File: config.mk
export PLATFORM = sky130hd
export DESIGN_NAME = gpio_port8
export DESIGN_NICKNAME = d
export VERILOG_FILES = /design/src/rtl/gpio_port8.sv
export SDC_FILE = /design/constraint.sdc
export NUM_CORES = 1
export LEC_CHECK = 0
export BUFFER_PORTS_ARGS = -buffer_cell sky130_fd_sc_hd__buf_4
export CAP_MARGIN = 20
export CORE_ASPECT_RATIO = 1.5
export CORE_MARGIN = 2
export CORE_UTILIZATION = 53
export CTS_CLUSTER_SIZE = 40
export DETAILED_ROUTE_END_ITERATION = 8
export PLACE_DENSITY = 0.83
export SETUP_SLACK_MARGIN = 0.5
export SYNTH_ARGS = -nofsm -noshare
export SYNTH_HDL_FRONTEND = slang
export SYNTH_SLANG_ARGS = --single-unit
export TNS_END_PERCENT = 30
File: constraint.sdc
create_clock -name clk -period 1.5 [get_ports clk]
set_input_delay 0.15 -clock clk [delete_from_list [all_inputs] [get_ports clk]]
set_output_delay 0.15 -clock clk [all_outputs]
set_load 0.01 [all_outputs]
File: src/rtl/gpio_port8.sv
module gpio_port8 #(
  parameter int NPIN = 8,
  parameter int AW   = 8
) (
  input  logic            clk,
  input  logic            rst_n,
  input  logic            bus_en,
  input  logic            bus_wr,
  input  logic [AW-1:0]   bus_addr,
  input  logic [31:0]     bus_wdata,
  output logic [31:0]     bus_rdata,
  input  logic [NPIN-1:0] pad_in,
  output logic [NPIN-1:0] pad_out,
  output logic [NPIN-1:0] pad_oe,
  output logic [NPIN-1:0] pad_pu,
  output logic            irq
);
  localparam int MW = 2 * NPIN;
  localparam logic [AW-1:0] A_LVL = AW'(8'h04);
  localparam logic [AW-1:0] A_DAT = AW'(8'h08);
  localparam logic [AW-1:0] A_MOD = AW'(8'h0C);
  localparam logic [AW-1:0] A_PUD = AW'(8'h10);
  localparam logic [AW-1:0] A_EVT = AW'(8'h14);
  localparam logic [AW-1:0] A_IEN = AW'(8'h18);
  localparam logic [AW-1:0] A_FRC = AW'(8'h1C);
  localparam logic [AW-1:0] A_POL = AW'(8'h20);

  logic [NPIN-1:0] dout, pud, ien, frc, pol, evt;
  logic [MW-1:0]   mode;
  logic [NPIN-1:0] s1, s2, s3;
  logic [NPIN-1:0] det, clr;
  logic            wr;

  assign wr  = bus_en & bus_wr;
  assign det = (s2 & ~s3 & pol) | (~s2 & s3 & ~pol);
  assign clr = (wr && bus_addr == A_EVT) ? bus_wdata[NPIN-1:0] : '0;

  always_ff @(posedge clk) begin
    if (!rst_n) begin
      dout <= '0; pud <= '0; ien <= '0; frc <= '0; pol <= '0;
      evt  <= '0; mode <= '0; s1 <= '0; s2 <= '0; s3 <= '0;
    end else begin
      s1  <= pad_in;
      s2  <= s1;
      s3  <= s2;
      evt <= (evt & ~clr) | det | frc;
      if (wr) begin
        case (bus_addr)
          A_DAT: dout <= bus_wdata[NPIN-1:0];
          A_MOD: mode <= bus_wdata[MW-1:0];
          A_PUD: pud  <= bus_wdata[NPIN-1:0];
          A_IEN: ien  <= bus_wdata[NPIN-1:0];
          A_FRC: frc  <= bus_wdata[NPIN-1:0];
          A_POL: pol  <= bus_wdata[NPIN-1:0];
          default: ;
        endcase
      end
    end
  end

  for (genvar i = 0; i < NPIN; i++) begin : g_pin
    always_comb begin
      case (mode[2*i +: 2])
        2'b01:   pad_oe[i] = 1'b1;
        2'b10:   pad_oe[i] = ~dout[i];
        2'b11:   pad_oe[i] = dout[i];
        default: pad_oe[i] = 1'b0;
      endcase
    end
  end

  assign pad_out = dout;
  assign pad_pu  = ~pud;
  assign irq     = |(evt & ien);

  always_comb begin
    bus_rdata = '0;
    case (bus_addr)
      A_LVL: bus_rdata[NPIN-1:0] = s2;
      A_DAT: bus_rdata[NPIN-1:0] = dout;
      A_MOD: bus_rdata[MW-1:0]   = mode;
      A_PUD: bus_rdata[NPIN-1:0] = pud;
      A_EVT: bus_rdata[NPIN-1:0] = evt;
      A_IEN: bus_rdata[NPIN-1:0] = ien;
      A_FRC: bus_rdata[NPIN-1:0] = frc;
      A_POL: bus_rdata[NPIN-1:0] = pol;
      default: ;
    endcase
  end

  // without a clear write, pending events survive
  a_r7_sticky: assert property (@(posedge clk) disable iff (!rst_n)
    !(wr && bus_addr == A_EVT) |=> ((evt & $past(evt)) == $past(evt)));

  // a qualifying synchronized edge lands in the event register
  a_r6_edge_sets: assert property (@(posedge clk) disable iff (!rst_n)
    (det != '0) |=> ((evt & $past(det)) == $past(det)));

  // forced bits are pending on the next cycle regardless of clears
  a_r9_force: assert property (@(posedge clk) disable iff (!rst_n)
    (frc != '0) |=> ((evt & $past(frc)) == $past(frc)));

  // interrupt only with some pending event
  a_r8_irq_src: assert property (@(posedge clk) disable iff (!rst_n)
    irq |-> (evt != '0));

  // input mode pins never drive
  a_r4_input_hiz: assert property (@(posedge clk) disable iff (!rst_n)
    (mode == '0) |-> (pad_oe == '0));
endmodule

==> metrics.txt, run 1 <==
Psw=between 1 and 1.5 mW; Hold Crit Start=pad_in[4]; Yosys warning count=0; Die ar.=approximately 0.0086 mm2; most common cell in the synthesized netlist=dfxtp_1; largest net degree at the start of global routing=42; vias per cell=about 6.5; Synth top area share=between 40 and 50%; Reg2Reg Depth=3; CP Max Fanout=3; wire length per cell=~24 um; global routing met1 resource utilization=about 35%; DP HPWL=around 7.9 mm; layout cells sized above 1=50.9%; Detail Route Antenna Nets=0; total CTS buffers=9; Hold Crit Endpoint=s1[4]; switch share=a little under a quarter; grt met3 use=roughly 8.4%; Synth top cells by count=dfxtp_1 (88), nand2_1 (58), nor2b_1 (34), mux2i_1 (32), and2_1 (25); GRT Max-Usage Layer=met2; worst vdd ir=about 0.98 mV; Area contributors post-synth=dfxtp_1 (42%), mux2i_1 (7.7%), nand2_1 (5.2%); clk sinks=88; core region area=roughly 0.0076 mm2; CP Capture Type=output port; CTS tree=built; sequential area share after synthesis=between 40% and 50%; gr usage total=33.3%; final setup fails=9; number of global-route vias before repair=approximately 4200; Distinct cells, synth=39; # DRC=0; failing checks=setup timing; f_max=578 MHz; Lkg Pwr=~2.8 nW; Max Cap Violations=0; num rows=39; met2 GRT Util=roughly three fifths; initial core utilization=54.7%; setup ws final=-0.230 ns; clock transition at the registers of the reported paths=roughly 0.06 ns; Max H-tree Level=3; Worst Hold Class=input port to register; root buf cell=clkbuf_16; critical path data arrival time=between 1.5 and 2 ns; RSZ-0062 raised after global routing=true; routed wire length=~16 mm; Post-Syn Area=roughly 0.0042 mm2; Buffers on Ports=76; sequential power share=a little under half; Layout Nets=approximately 620; Primary FF master, synth=dfxtp_1; CP Data Required Time=1.35 ns; Comb power frac=slightly above 8%; Post-Place Worst Slack=-0.0922 ns; hold violation count in the final report=0; Async S/R FF share, synth=0%; Final period util=115%; CP Class=register to output port; routability congestion estimate=just under 0.9; Iter 0 DRT Violations=roughly 630; RR Startpoint=s2[2]; Fin Setup TNS=-1.20 ns; Min-Delay Path Depth=2; Die Y=~110 um; Synth area leader=dfxtp_1; Pins Over Slew Limit=0; cell count after synthesis=roughly 450; Reg-to-Reg End=evt[2]; overall power=5.12 mW; Post-CTS Hold Fix Bufs=0; clock power share=about 45%; Overflow after GRT=0; CP startpoint kind=register; Final min period=~1.7 ns; Worst-Skew Late Latency=roughly 0.35 ns; Clock Tree Buf Depth=2; R2R Setup Slk=~0.40 ns; Fillers=~340; Post-synth EDFFs=0; I/O pins=between 100 and 150; Worst Skew=~0.0078 ns; PD cells=802 mW/mm2; synthesized area per cell=slightly above 9 um2; status=finished, violations left; Vias=roughly 4400; Antenna diodes=0; Pint=3.93 mW; hold_ws=around 0.0075 ns; initial antenna violation count=0; Yosys reg bits=88; die width=between 70 and 80 um; Layout area overhead=53.3%; first-pass GRT wire length=roughly 22 mm; Detailed Routing Iterations Pass 1=6
[placed cells by master, fill, tap and decap left out, types with 13 or more instances in the layout]
cell / n
a22o_1: 13
a21boi_2: 17
dfxtp_2: 26
buf_6: 59
dfxtp_1: 56
nand2_4: 15
nor2b_1: 34
and2_1: 25
mux2i_1: 29
nand2_1: 32
conb_1: 16
nor2_1: 16
buf_4: 63
[logic make-up (layout without fill, tap and decap cells)]
kind of cell,Yosys count,count (layout),synth area share [%]
AND/OR/NAND/NOR,172,172,23.3
AO/OA/AOI/OAI,95,95,17.1
flip-flops,88,88,42.3
buffers and inverters,57,164,7.24
multiplexers,33,33,8.23
XOR/XNOR,8,8,1.68
other,1,16,0.0901
[worst max-delay path: stages, from the launching register on]
cell     delay (ns)
dfxtp_1        0.36
a22oi_1        0.30
o22ai_1        0.15
a211o_1        0.30
buf_6          0.13
[worst max-delay path by stage]
stage,slack [ns],from,cells past startpoint,end
finish,-0.23,evt[6],4,bus_rdata[6]
global route,-0.29,s2[0],4,bus_rdata[0]
CTS,-0.1,mode[5],4,bus_rdata[5]
detailed placement,-0.09,bus_addr[1],7,mode[14]
global placement,-0.06,bus_addr[1],7,mode[11]
floorplan,0.19,bus_addr[6],5,bus_rdata[0]
[state kept, by name, indices dropped and copies added (netlist names)]
name	count
mode	16
evt	8
frc	8
ien	8
pad_out	8
pol	8
pud	8
s1	8
s2	8
s3	8
[per-stage QoR]
step,utilization (%),cells,area [um2]
after global placement,66.1,637,5030
after floorplan,-,469,4310
after detailed placement,66.1,637,5030
after global routing,83.9,678,6380
final,83.9,678,6380
after CTS,79.1,673,6020
[layout make-up]
cell class	instances	area, um2	area share, %
clock buffer	13	260	4.08
clock inverter	3	40.0	0.627
inverter	16	60.1	0.941
multi-input combinational	324	2750	43.1
sequential	88	1820	28.5
tap	102	128	2.00
timing repair buffer	132	1330	20.8
[power groups by stage]
stage / logic [mW] / registers (mW) / clock network (mW)
global placement: 0.315 / 2.44 / 0
detailed placement: 0.323 / 2.44 / 0
finish: 0.427 / 2.39 / 2.31
CTS: 0.361 / 2.38 / 2.28
global route: 0.441 / 2.39 / 2.39
floorplan: 0.194 / 2.44 / 0
[what timing repair did]
action / in CTS / in global routing
gates resized for setup: 171 / 77
setup endpoints to repair: 105 / 100
pin swaps: 63 / 52
setup buffers: 20 / 5
[metal layers]
layer | share of wire, % | vias to the layer above
met3 | 9.3 | 153
met2 | 49 | 423
met1 | 33 | 2030
met4 | 9.3 | 0
met5 | 0 | -
li1 | - | 1771
Power figures use the tool's default switching activity.
==> inputs of run 2 (changes only) <==
--- a/config.mk
+++ b/config.mk
@@ -8,7 +8,6 @@
 export BUFFER_PORTS_ARGS = -buffer_cell sky130_fd_sc_hd__buf_4
 export CAP_MARGIN = 20
 export CORE_ASPECT_RATIO = 1.5
-export CORE_MARGIN = 2
 export CORE_UTILIZATION = 53
 export CTS_CLUSTER_SIZE = 40
 export DETAILED_ROUTE_END_ITERATION = 8
==> metrics.txt, run 2 (same netlist as run 1, synthesis figures left out) <==
wire length per cell=~27 um; num rows=39; layout cells sized above 1=about half; met2 GRT Util=between 50% and 60%; Post-CTS Hold Fix Bufs=0; Buffers on Ports=76; Worst Skew=around 0.012 ns; final setup fails=11; Lkg Pwr=between 2 and 3 nW; routability congestion estimate=0.903; Worst-Skew Late Latency=around 0.36 ns; setup ws final=-0.232 ns; area of the multi-input gates=0.00275 mm2; Pint=roughly 4.2 mW; CP Capture Type=output port; core region area=between 0.007 and 0.008 mm2; Pins Over Slew Limit=0; commonest non-fill, non-tap cell in the layout=buf_4; hold_ws=-0.00105 ns; initial antenna violation count=0; Final min period=between 1.5 and 2 ns; CTS tree=built; grt met3 use=approximately 14%; switch share=23.1%; Die ar.=between 0.008 and 0.009 mm2; Clock Tree Buf Depth=2; clock power share=48.4%; commonest cells after routing, fill and taps aside=buf_4 (64), dfxtp_1 (55), buf_6 (53); sequential power share=approximately 43%; initial core utilization=a little over half; total CTS buffers=9; I/O pins=around 110; Comb power frac=about 8.3%; global routing met1 resource utilization=approximately 43%; DP HPWL=about 8 mm; f_max=~580 MHz; Reg with most FFs=mode; first-pass GRT wire length=between 20 and 25 mm; Final period util=115%; Iter 0 DRT Violations=roughly 650; status=finished, violations left; Vias=4499; largest net degree at the start of global routing=34; utilization after layout=a little under nine tenths; root buf cell=clkbuf_16; Max Cap Violations=0; Die Y=111 um; Antenna diodes=0; PD cells=about 840 mW/mm2; routed wire length=18.2 mm; Detail Route Antenna Nets=0; critical path data arrival time=between 1.5 and 2 ns; vias per cell=about 6.6; number of global-route vias before repair=4364; RSZ-0062 raised after global routing=true; Fillers=313; Detailed Routing Iterations Pass 1=8; FF/Latch Area=0.00182 mm2; Worst Hold Class=input port to register; Max H-tree Level=3; # DRC=0; clock transition at the registers of the reported paths=0.07 ns; CP Data Required Time=~1.4 ns; worst vdd ir=between 1 and 1.5 mV; CP Max Fanout=3; Layout area overhead=57.0%; clk sinks=between 80 and 90; Psw=1.27 mW; hold violation count in the final report=1; CP startpoint kind=register; Layout Nets=627; CP Class=register to output port; failing checks=hold timing, setup timing; GRT Max-Usage Layer=met2; Fin Setup TNS=-1.40 ns; gr usage total=approximately 38%; die width=74.4 um; Overflow after GRT=0; flip-flop count of the largest register after layout=16
run 2: cell types whose count changed in the layout (fill, tap and decap cells not counted), moves of 3 or more:
| cell | before | now |
|---|---|---|
| a21boi_0 | 3 | 0 |
| buf_8 | 2 | 8 |
| a21boi_2 | 17 | 20 |
| buf_6 | 59 | 53 |
| nand2_4 | 15 | 18 |
run 2: per-stage QoR:
step	total power, mW	worst slack, ns	instances	cell area [um2]
after detailed placement	2.78	-0.163	642	5090
after CTS	5.37	-0.0923	679	6150
after global routing	5.61	-0.216	682	6540
final	5.51	-0.232	682	6540
after floorplan	2.63	0.194	469	4310
after global placement	2.77	-0.0979	642	5090
run 2: what timing repair did:
item                       4_1_cts  5_1_grt
resized for setup              176       85
setup endpoints to repair      105      103
pin swaps                       87       48
buffers inserted                19        3
cloned                           2        0
run 2: critical path: stages, from the launching register on:
cell	delay (ns)
dfxtp_2	0.36
a22oi_2	0.31
o22ai_1	0.15
a211o_1	0.27
buf_6	0.12
run 2: layer usage:
metal  share of wire [%]  vias to the layer above
met3                  11                      169
met1                  34                     2110
met5                   0                        -
li1                    -                     1779
met4                 8.4                        0
met2                  47                      441
run 2: path summary, 6_finish.rpt:
path / from / to / slack (ns) / cells after the start
setup / recovery: evt[5] / bus_rdata[5] / -0.23 / 4
hold / removal: pad_in[4] / s1[4] / -0.001 / 2
setup reg to reg: s2[2] / evt[2] / 0.29 / 3
hold reg to reg: s1[1] / s2[1] / 0.43 / 1
run 2: power groups by stage:
stage	sequential, mW	combinational (mW)	clock, mW
finish	2.39	0.455	2.67
global route	2.39	0.473	2.75
CTS	2.39	0.389	2.59
detailed placement	2.44	0.341	0
global placement	2.44	0.332	0
floorplan	2.44	0.194	0
run 2: final cells by class:
cell class / instances / area share (%)
clock inverter: 5 / 1.59
clock buffer: 11 / 3.71
multi-input combinational: 324 / 42.1
tap: 102 / 1.95
inverter: 16 / 0.957
timing repair buffer: 136 / 21.8
sequential: 88 / 27.9
==> inputs of run 3 (changes only) <==
==> constraint.sdc (replaced) <==
create_clock -name clk -period 1.85 [get_ports clk]
set_input_delay 0.185 -clock clk [delete_from_list [all_inputs] [get_ports clk]]
set_output_delay 0.185 -clock clk [all_outputs]
set_load 0.01 [all_outputs]
==> metrics.txt, run 3 (same netlist as run 1, synthesis figures left out) <==
status=finished clean; Clock Tree Buf Depth=2; clock transition at the registers of the reported paths=approximately 0.060 ns; delay-heaviest family, CP=compound AO/OA/AOI/OAI gates; final setup fails=0; Worst-Skew Late Latency=about 0.33 ns; hold_ws=0.0620 ns; commonest cells after routing, fill and taps aside=buf_4 (87), dfxtp_1 (74), nand2_1 (57); number of global-route vias before repair=3522; Max H-tree Level=3; Buffers on Ports=between 70 and 80; Reg with most FFs=mode; CP max-delay cell=dfxtp_1; fin area=0.00548 mm2; wire length per cell=roughly 17 um; Overflow after GRT=0; CP Max Fanout=3; overall power=between 3 and 4 mW; Fillers=roughly 550; critical path cell sequence=a22oi_1 -> o22ai_1 -> a211o_1 -> buf_6; worst vdd ir=0.575 mV; Worst Tran Pin Value=0.669 ns; flip-flop count of the largest register after layout=16; Layout Cells excl Fill=roughly 660; Die Y=between 100 and 150 um; Vias=3679; Rel. slew slack=a little under three fifths; Final min period=1.68 ns; CP Buf/Inv Count=1; Min-Delay Path Depth=2; CP Data Required Time=approximately 1.7 ns; Reg2Reg Depth=3; Post-Place Worst Slack=0.0609 ns; first-pass GRT wire length=between 15 and 20 mm; Cell Count Post-Placement=between 600 and 700; Final period util=91.0%; routed wire length=around 11 mm; setup ws final=~0.17 ns; Post-CTS Hold Fix Bufs=0; largest net degree at the start of global routing=89; Max Cap Violations=0; Worst Skew=~0.0069 ns; DP HPWL=between 6 and 7 mm; Worst Hold Class=input port to register; Layout area overhead=31.6%; Post-Place Cell Area=around 0.0048 mm2; Die ar.=between 0.008 and 0.009 mm2; PD cells=slightly above 700 mW/mm2; slowest cell delay on critical path=around 0.35 ns; commonest non-fill, non-tap cell in the layout=buf_4; # DRC=0; vias per cell=5.62; Iter 0 DRT Violations=about 380; initial core utilization=54.7%; utilization after layout=slightly above 70%; I/O pins=109; RSZ-0062 raised after global routing=true; routability congestion estimate=between 0.8 and 0.9; num rows=39; Pins Over Slew Limit=0; Hold Crit Start=pad_in[4]; Antenna diodes=0; Hold Crit Endpoint=s1[4]; Reg-to-Reg End=evt[6]; root buf cell=clkbuf_16; layout cells sized above 1=a little under a third; CP startpoint kind=register; Detail Route Antenna Nets=0; CP Class=register to output port; CP Capture Type=output port; critical path data arrival time=about 1.5 ns; Lkg Pwr=2.45 nW; total CTS buffers=9; R2R Setup Slk=around 0.78 ns; hold violation count in the final report=0; Fin Setup TNS=0 ns; f_max=slightly below 600 MHz; Layout Nets=601; CTS tree=built; gr usage total=about a quarter; initial antenna violation count=0; RR Startpoint=pol[6]; die width=between 70 and 80 um; Detailed Routing Iterations Pass 1=5; core region area=between 0.007 and 0.008 mm2; clk sinks=88
run 3: layer usage:
| layer | vias up | wire length (um) | global-route usage [%] | part of all wire [%] |
|---|---|---|---|---|
| li1 | 1724 | - | - | - |
| met1 | 1714 | 4370 | 32.2 | 39 |
| met2 | 200 | 5640 | 42.7 | 51 |
| met3 | 41 | 625 | 4.11 | 5.6 |
| met4 | 0 | 440 | 16.1 | 4.0 |
| met5 | - | 0 | 0 | 0 |
run 3: layout make-up:
class	count	area (um2)	share of cell area [%]
multi-input cells	325	2320	42.3
repair buffers	109	926	16.9
clock buffers	15	268	4.88
inverters	16	60.1	1.10
flip-flops and latches	88	1780	32.5
well taps	102	128	2.33
run 3: power by group:
part	switching, mW	internal (mW)	leakage, nW
Combinational	0.151	0.130	1.60
Sequential	0.0185	1.92	0.720
Clock	0.656	0.978	0.130
Total	0.826	3.03	2.45
run 3: how the worst max path moves through the flow:
stage | cells past startpoint | slack (ns) | endpoint | from
2_1_floorplan | 5 | 0.46 | bus_rdata[0] | bus_addr[6]
3_3_place_gp | 6 | 0.15 | bus_rdata[7] | bus_addr[4]
3_5_place_dp | 6 | 0.06 | bus_rdata[7] | bus_addr[4]
4_1_cts | 4 | 0.22 | bus_rdata[4] | mode[4]
5_1_grt | 4 | 0.14 | bus_rdata[5] | evt[5]
6_report | 4 | 0.17 | bus_rdata[5] | evt[5]
run 3: timing repair:
action | in CTS | in global routing
setup buffers | 14 | 1
pin swaps | 13 | 4
endpoints found under the setup margin | 36 | 58
hold endpoints to repair | 0 | 0
cloned | 1 | 3
resized for setup | 39 | 24
run 3: worst register-to-register path, stage by stage (launching register included):
cell and delay (ns):
dfxtp_1 0.37, nor2_1 0.06, a211oi_1 0.32, a21boi_0 0.17
